==> config.mk <==
export PLATFORM = sky130hd
export DESIGN_NAME = chirp_ramp_gen
export DESIGN_NICKNAME = d
export VERILOG_FILES = /design/src/rtl/chirp_pkg.sv /design/src/rtl/chirp_trig_edge.sv /design/src/rtl/chirp_step_timer.sv /design/src/rtl/chirp_ftw_ramp.sv /design/src/rtl/chirp_phase_acc.sv /design/src/rtl/chirp_ramp_gen.sv
export SDC_FILE = /design/constraint.sdc
export NUM_CORES = 1
export LEC_CHECK = 0
export CORE_ASPECT_RATIO = 1.1
export CORE_MARGIN = 2
export CORE_UTILIZATION = 35
export DETAILED_ROUTE_END_ITERATION = 10
export PLACE_DENSITY = 0.62
export RECOVER_POWER = 25
export SYNTH_ARGS = -nofsm -noshare
export SYNTH_HDL_FRONTEND = slang
export SYNTH_HIERARCHICAL = 1
export SYNTH_SLANG_ARGS = --single-unit
==> constraint.sdc <==
create_clock -name clk_i -period 6.51 [get_ports clk_i]
set_clock_uncertainty 0.05 [all_clocks]
set_input_delay 1.6275 -clock clk_i [delete_from_list [all_inputs] [get_ports clk_i]]
set_output_delay 1.6275 -clock clk_i [all_outputs]
set_load 0.05 [all_outputs]
==> src/rtl/chirp_pkg.sv <==
package chirp_pkg;
  localparam int unsigned FTW_W = 32;
  localparam int unsigned IVL_W = 24;

  typedef enum logic [1:0] {
    ST_IDLE = 2'd0,
    ST_RAMP = 2'd1,
    ST_END  = 2'd2,
    ST_HOLD = 2'd3
  } ramp_state_e;
endpackage

==> src/rtl/chirp_trig_edge.sv <==
module chirp_trig_edge (
  input  logic clk_i,
  input  logic rst_ni,
  input  logic trig_i,
  output logic rise_o
);
  logic trig_q;

  always_ff @(posedge clk_i or negedge rst_ni) begin
    if (!rst_ni) trig_q <= 1'b1;  // a trigger held high through reset is not an edge
    else         trig_q <= trig_i;
  end

  assign rise_o = trig_i & ~trig_q;

  assert_single_edge_R1: assert property (@(posedge clk_i) disable iff (!rst_ni)
    rise_o |=> !rise_o);
endmodule

==> src/rtl/chirp_step_timer.sv <==
module chirp_step_timer #(
  parameter int unsigned CNT_W = 24
) (
  input  logic             clk_i,
  input  logic             rst_ni,
  input  logic             clear_i,
  input  logic             run_i,
  input  logic [CNT_W-1:0] interval_i,
  output logic             tick_o
);
  logic [CNT_W-1:0] cnt_q;
  logic [CNT_W-1:0] last;

  assign last   = (interval_i == '0) ? '0 : interval_i - 1'b1;
  assign tick_o = run_i & (cnt_q >= last);

  always_ff @(posedge clk_i or negedge rst_ni) begin
    if (!rst_ni)                cnt_q <= '0;
    else if (clear_i || tick_o) cnt_q <= '0;
    else if (run_i)             cnt_q <= cnt_q + 1'b1;
  end

  assert_tick_restart_R3: assert property (@(posedge clk_i) disable iff (!rst_ni)
    tick_o |=> cnt_q == '0);
endmodule

==> src/rtl/chirp_ftw_ramp.sv <==
module chirp_ftw_ramp #(
  parameter int unsigned W = 32
) (
  input  logic         clk_i,
  input  logic         rst_ni,
  input  logic         load_i,
  input  logic         adv_i,
  input  logic         zero_i,
  input  logic [W-1:0] start_i,
  input  logic [W-1:0] limit_i,
  input  logic [W-1:0] step_i,
  output logic         term_o,
  output logic [W-1:0] ftw_o
);
  logic [W-1:0] ftw_q;
  logic [W:0]   sum_w;
  logic         start_hit, step_hit;

  assign sum_w     = {1'b0, ftw_q} + {1'b0, step_i};  // carry kept for the clamp
  assign start_hit = start_i >= limit_i;
  assign step_hit  = sum_w >= {1'b0, limit_i};
  assign term_o    = (load_i & start_hit) | (adv_i & step_hit);

  always_ff @(posedge clk_i or negedge rst_ni) begin
    if (!rst_ni)     ftw_q <= '0;
    else if (zero_i) ftw_q <= '0;
    else if (load_i) ftw_q <= start_hit ? limit_i : start_i;
    else if (adv_i)  ftw_q <= step_hit ? limit_i : sum_w[W-1:0];
  end

  assign ftw_o = ftw_q;

  assert_monotonic_R3: assert property (@(posedge clk_i) disable iff (!rst_ni)
    (adv_i && !load_i && !zero_i) |=> ftw_q >= $past(ftw_q));
endmodule

==> src/rtl/chirp_phase_acc.sv <==
module chirp_phase_acc #(
  parameter int unsigned W = 32
) (
  input  logic         clk_i,
  input  logic         rst_ni,
  input  logic         clr_i,
  input  logic         en_i,
  input  logic [W-1:0] ftw_i,
  output logic [W-1:0] phase_o
);
  logic [W-1:0] phase_q;

  always_ff @(posedge clk_i or negedge rst_ni) begin
    if (!rst_ni)    phase_q <= '0;
    else if (clr_i) phase_q <= '0;
    else if (en_i)  phase_q <= phase_q + ftw_i;
  end

  assign phase_o = phase_q;

  assert_clear_zero_R2: assert property (@(posedge clk_i) disable iff (!rst_ni)
    clr_i |=> phase_q == '0);
endmodule

==> src/rtl/chirp_ramp_gen.sv <==
module chirp_ramp_gen
  import chirp_pkg::*;
#(
  parameter int unsigned W     = FTW_W,
  parameter int unsigned CNT_W = IVL_W
) (
  input  logic             clk_i,
  input  logic             rst_ni,
  input  logic             trig_i,
  input  logic             hold_i,
  input  logic [W-1:0]     start_word_i,
  input  logic [W-1:0]     limit_word_i,
  input  logic [W-1:0]     step_word_i,
  input  logic [CNT_W-1:0] interval_i,
  output logic [W-1:0]     ftw_o,
  output logic [W-1:0]     phase_o,
  output logic             ramp_over_o,
  output logic             active_o
);
  ramp_state_e state_q, state_d;
  logic trig_rise, start_ramp, term, tick, adv, finish_idle;

  chirp_trig_edge u_edge (
    .clk_i  (clk_i),
    .rst_ni (rst_ni),
    .trig_i (trig_i),
    .rise_o (trig_rise)
  );

  // a trigger is accepted only outside a running ramp
  assign start_ramp  = trig_rise & ((state_q == ST_IDLE) | (state_q == ST_HOLD));
  assign adv         = tick & (state_q == ST_RAMP);
  assign finish_idle = (state_q == ST_END) & ~hold_i;

  chirp_step_timer #(.CNT_W(CNT_W)) u_timer (
    .clk_i      (clk_i),
    .rst_ni     (rst_ni),
    .clear_i    (start_ramp),
    .run_i      (state_q == ST_RAMP),
    .interval_i (interval_i),
    .tick_o     (tick)
  );

  chirp_ftw_ramp #(.W(W)) u_ftw (
    .clk_i   (clk_i),
    .rst_ni  (rst_ni),
    .load_i  (start_ramp),
    .adv_i   (adv),
    .zero_i  (finish_idle),
    .start_i (start_word_i),
    .limit_i (limit_word_i),
    .step_i  (step_word_i),
    .term_o  (term),
    .ftw_o   (ftw_o)
  );

  chirp_phase_acc #(.W(W)) u_phase (
    .clk_i   (clk_i),
    .rst_ni  (rst_ni),
    .clr_i   (start_ramp | finish_idle),
    .en_i    (state_q != ST_IDLE),
    .ftw_i   (ftw_o),
    .phase_o (phase_o)
  );

  always_comb begin
    state_d = state_q;
    unique case (state_q)
      ST_IDLE, ST_HOLD: if (start_ramp) state_d = term ? ST_END : ST_RAMP;
      ST_RAMP:          if (term)       state_d = ST_END;
      ST_END:           state_d = hold_i ? ST_HOLD : ST_IDLE;
      default:          state_d = ST_IDLE;
    endcase
  end

  always_ff @(posedge clk_i or negedge rst_ni) begin
    if (!rst_ni) state_q <= ST_IDLE;
    else         state_q <= state_d;
  end

  assign ramp_over_o = (state_q == ST_END);
  assign active_o    = (state_q != ST_IDLE);

  assert_over_pulse_R5: assert property (@(posedge clk_i) disable iff (!rst_ni)
    ramp_over_o |=> !ramp_over_o);
  assert_over_at_limit_R5: assert property (@(posedge clk_i) disable iff (!rst_ni)
    ramp_over_o |-> ftw_o == limit_word_i);
  assert_no_dwell_R6: assert property (@(posedge clk_i) disable iff (!rst_ni)
    (ramp_over_o && !hold_i) |=> (ftw_o == '0 && phase_o == '0 && !active_o));
  assert_start_R2: assert property (@(posedge clk_i) disable iff (!rst_ni)
    start_ramp |=> (phase_o == '0 && active_o));
  assert_phase_acc_R4: assert property (@(posedge clk_i) disable iff (!rst_ni)
    (active_o && !start_ramp && !finish_idle) |=> phase_o == $past(phase_o + ftw_o));
  assert_busy_ignore_R8: assert property (@(posedge clk_i) disable iff (!rst_ni)
    (state_q == ST_RAMP && trig_rise && !term) |=> state_q == ST_RAMP);
endmodule

==> flow_summary.json <==
{
  "outcome": "finished with violations",
  "violations": "capacitance limit, slew limit",
  "grt_pass1_wl_um": 55900,
  "cpMaxStageDelayCell": "nor3_2",
  "crit_fanout": 14,
  "post-dp-hpwl_um": 28700,
  "root_buffer": "clkbuf_16",
  "hold_slack_ps": 495,
  "dieArea_sq_um": 32600,
  "diodes": 0,
  "final_common_cell": "clkdlybuf4s50_1",
  "synthAdderAreaFrac": 0.185,
  "grt_max_degree": 72,
  "synth_top_family_by_area": "compound AO/OA/AOI/OAI gates",
  "cp_top_family": "simple AND/OR/NAND/NOR gates",
  "die_w_um": 172,
  "cts_buffers": 9,
  "hp-class": "flop to flop",
  "wl_per_cell_um": 18.2,
  "drc_errors": 0,
  "relSlewSlack": -0.240,
  "synth-seq-area-share": 0.209,
  "routed.top_layer": "met4",
  "netlist_area_sq_um": 10900,
  "synth_compound_area_frac": 0.255,
  "cts_buffer_depth": 2,
  "multiInputGateArea_sq_um": 8100,
  "start_util": 0.356,
  "cp-start-kind": "input pin",
  "ys.flop_type": "dfrtp_1",
  "vdd_drop_max_mv": 0.173,
  "cp.arrival_ps": 6420,
  "clock_sinks": 91,
  "synth-xor-area-share": 0.0715,
  "end_kind": "flop",
  "clock_latency_ps": 360,
  "viasPerCell": 5.59,
  "grt_overflow": 0,
  "period_needed_ps": 6190,
  "layout.area.seq_sq_um": 2280,
  "cts_tree": "yes",
  "utilization": 0.448,
  "grt.total_usage": 0.217,
  "wirelength_um": 35400,
  "synth-seq-cells": 91,
  "yosysTopAreaCell": "dfrtp_1",
  "gp_congestion": 0.896,
  "syn_inst": 1338,
  "maxCapViolCount": 1,
  "setup.worst_path.class": "input pin to flop",
  "coreArea_sq_um": 30600,
  "p_leak_nw": 6.35,
  "post-route-period-util": 0.950,
  "area_delta_synth_final_pct": 25.6,
  "synth_top_area_share": 0.207,
  "boundaryPins": 190,
  "synthDistinctLibCells": 98,
  "fill_cells": 3091,
  "drt_pre_antenna_iters": 5,
  "syn_nets": 1622,
  "drt_iter0_markers": 741,
  "drtAntennaViolNets": 0,
  "antenna_found_initial": 0,
  "vias": 10900,
  "synth-simple-area-share": 0.201,
  "wl_met1_um": 15800,
  "synthMuxAreaShare": 0.0295,
  "synth.avg_cell_area_sq_um": 8.15,
  "synthTopCellsByArea": "dfrtp_1 (21%), ha_1 (18%), a21oi_1 (6.5%)",
  "h-tree-depth": 3,
  "grt_setup_unrepaired": "false",
  "crit_required_ps": 6740,
  "nets": 1815,
  "post-place-ws_ps": -156,
  "p_per_area_nw_per_um2": 416,
  "synth-async-reset-ratio": 1.00,
  "most-common-layout-cells": "clkdlybuf4s50_1 (187), ha_1 (158), a21oi_1 (141), nand2_1 (119), nor2_1 (101)",
  "path_clk_slew_ps": 70,
  "dr_wl_met2_um": 17300,
  "hold_viol_final": 0,
  "synth-edff-count": 0,
  "drive_above_1_share": 0.0742,
  "first_global_vias": 10700,
  "fmax_ghz": 0.162,
  "cp_num_buf_inv": 3,
  "setup_viol": 0,
  "worst_slack_ps": 323,
  "io_buffers": 189,
  "row_count": 67,
  "die_h_um": 189,
  "cpPeakStageDelay_ps": 800,
  "maxSlewViolCount": 72,
  "yosys_warnings": 6,
  "worstMarginPinSlew_ps": 1860,
  "met3_wirelength_um": 1590,
  "path_cells": "clkdlybuf4s50_1 > or4_4 > or3_4 > nor3_2 > nand3b_2 > buf_4 > nand2_1 > ha_1 > nand4_1 > nor2_1 > a221o_1 > nor2_1 > a21oi_1 > and2_1 > nor3_2 > buf_4 > nand2_1 > o21ai_0 > o21bai_1"
}
-- path summary, 6_finish.rpt --
| check | to | slack, ps | startpoint | cells past startpoint |
|---|---|---|---|---|
| setup / recovery | u_ftw/ftw_o[15] | 320 | interval_i[11] | 19 |
| hold / removal | u_phase/phase_o[18] | 490 | u_phase/phase_o[18] | 1 |
| setup reg to reg | u_ftw/ftw_o[22] | 1580 | u_ftw/ftw_o[0] | 19 |
| hold reg to reg | u_phase/phase_o[18] | 490 | u_phase/phase_o[18] | 1 |
| max in group asynchronous | u_phase/phase_o[22] | 2400 | rst_ni | 2 |
| min in group asynchronous | u_ftw/ftw_o[5] | 1510 | rst_ni | 1 |
-- area by class of cell --
cell class,count,share of cell area
clock buffer,12,0.0180
clock inverter,4,0.00375
inverter,71,0.0195
multi-input combinational,1122,0.591
sequential,91,0.166
tap,414,0.0378
timing repair buffer,236,0.163
-- synthesized netlist by cell type (all sizes together), types with 34 or more instances --
library cell and number:
ha 158, a21oi 146, nand2 122, nor2 105
dfrtp 90, inv 71, o21ai 58, nor3 53
xnor2 49, a21o 43, xor2 40, nand4 34
-- metrics by stage --
stage          instances  setup TNS, ps  area [sq um]  power, mW
5_1_grt             1950              0         13700       6.11
3_5_place_dp        1934          -1830         13400       5.09
3_3_place_gp        1934          -35.0         13400       5.05
6_report            1950              0         13700       5.69
2_1_floorplan       1338              0         10900       3.87
4_1_cts             1950              0         13700       5.67
-- per-layer routing --
metal,GRT usage,up-vias
li1,-,5361
met1,0.278,5199
met2,0.382,311
met3,0.0240,34
met4,0.0601,0
met5,0,-
-- power by group --
group          leakage (nW)  internal (mW)  switching (mW)  total, mW
combinational          5.02           1.62            2.51       4.14
sequential             1.19          0.743           0.259       1.00
clock                 0.143          0.309           0.246      0.555
-- logic make-up after synthesis --
kind of cell             count (synthesis)
multiplexers                            31
flip-flops                              91
XOR/XNOR                                89
adder cells (fa/ha/maj)                160
buffers and inverters                  125
AO/OA/AOI/OAI                          408
AND/OR/NAND/NOR                        434
-- flip-flops by register name (all words and copies together) (netlist names) --
name,flops
u_phase/phase_o,32
u_ftw/ftw_o,32
u_timer/cnt_q,24
u_edge/trig_q,1
state_q,2
-- worst register-to-register path, cell delays in order, from the launching register on --
cell and delay, ps:
dfrtp_1 490, ha_1 220, inv_1 60, fa_1 390
nand2b_1 190, a21oi_2 270, o211ai_4 160, a2111oi_1 440
buf_4 190, nor2_1 40, o311ai_2 290, ha_1 310
a21oi_1 120, o21ai_0 100, a222oi_1 300, o311ai_1 180
a21o_2 260, nor2_8 140, mux2_4 300, a221o_1 310
-- repair_timing --
action                     4_1_cts  5_1_grt
hold buffers                     0        0
setup buffers                    0        0
setup endpoints to repair        0       27
gates resized for setup          0        2
Power figures use the tool's default switching activity.
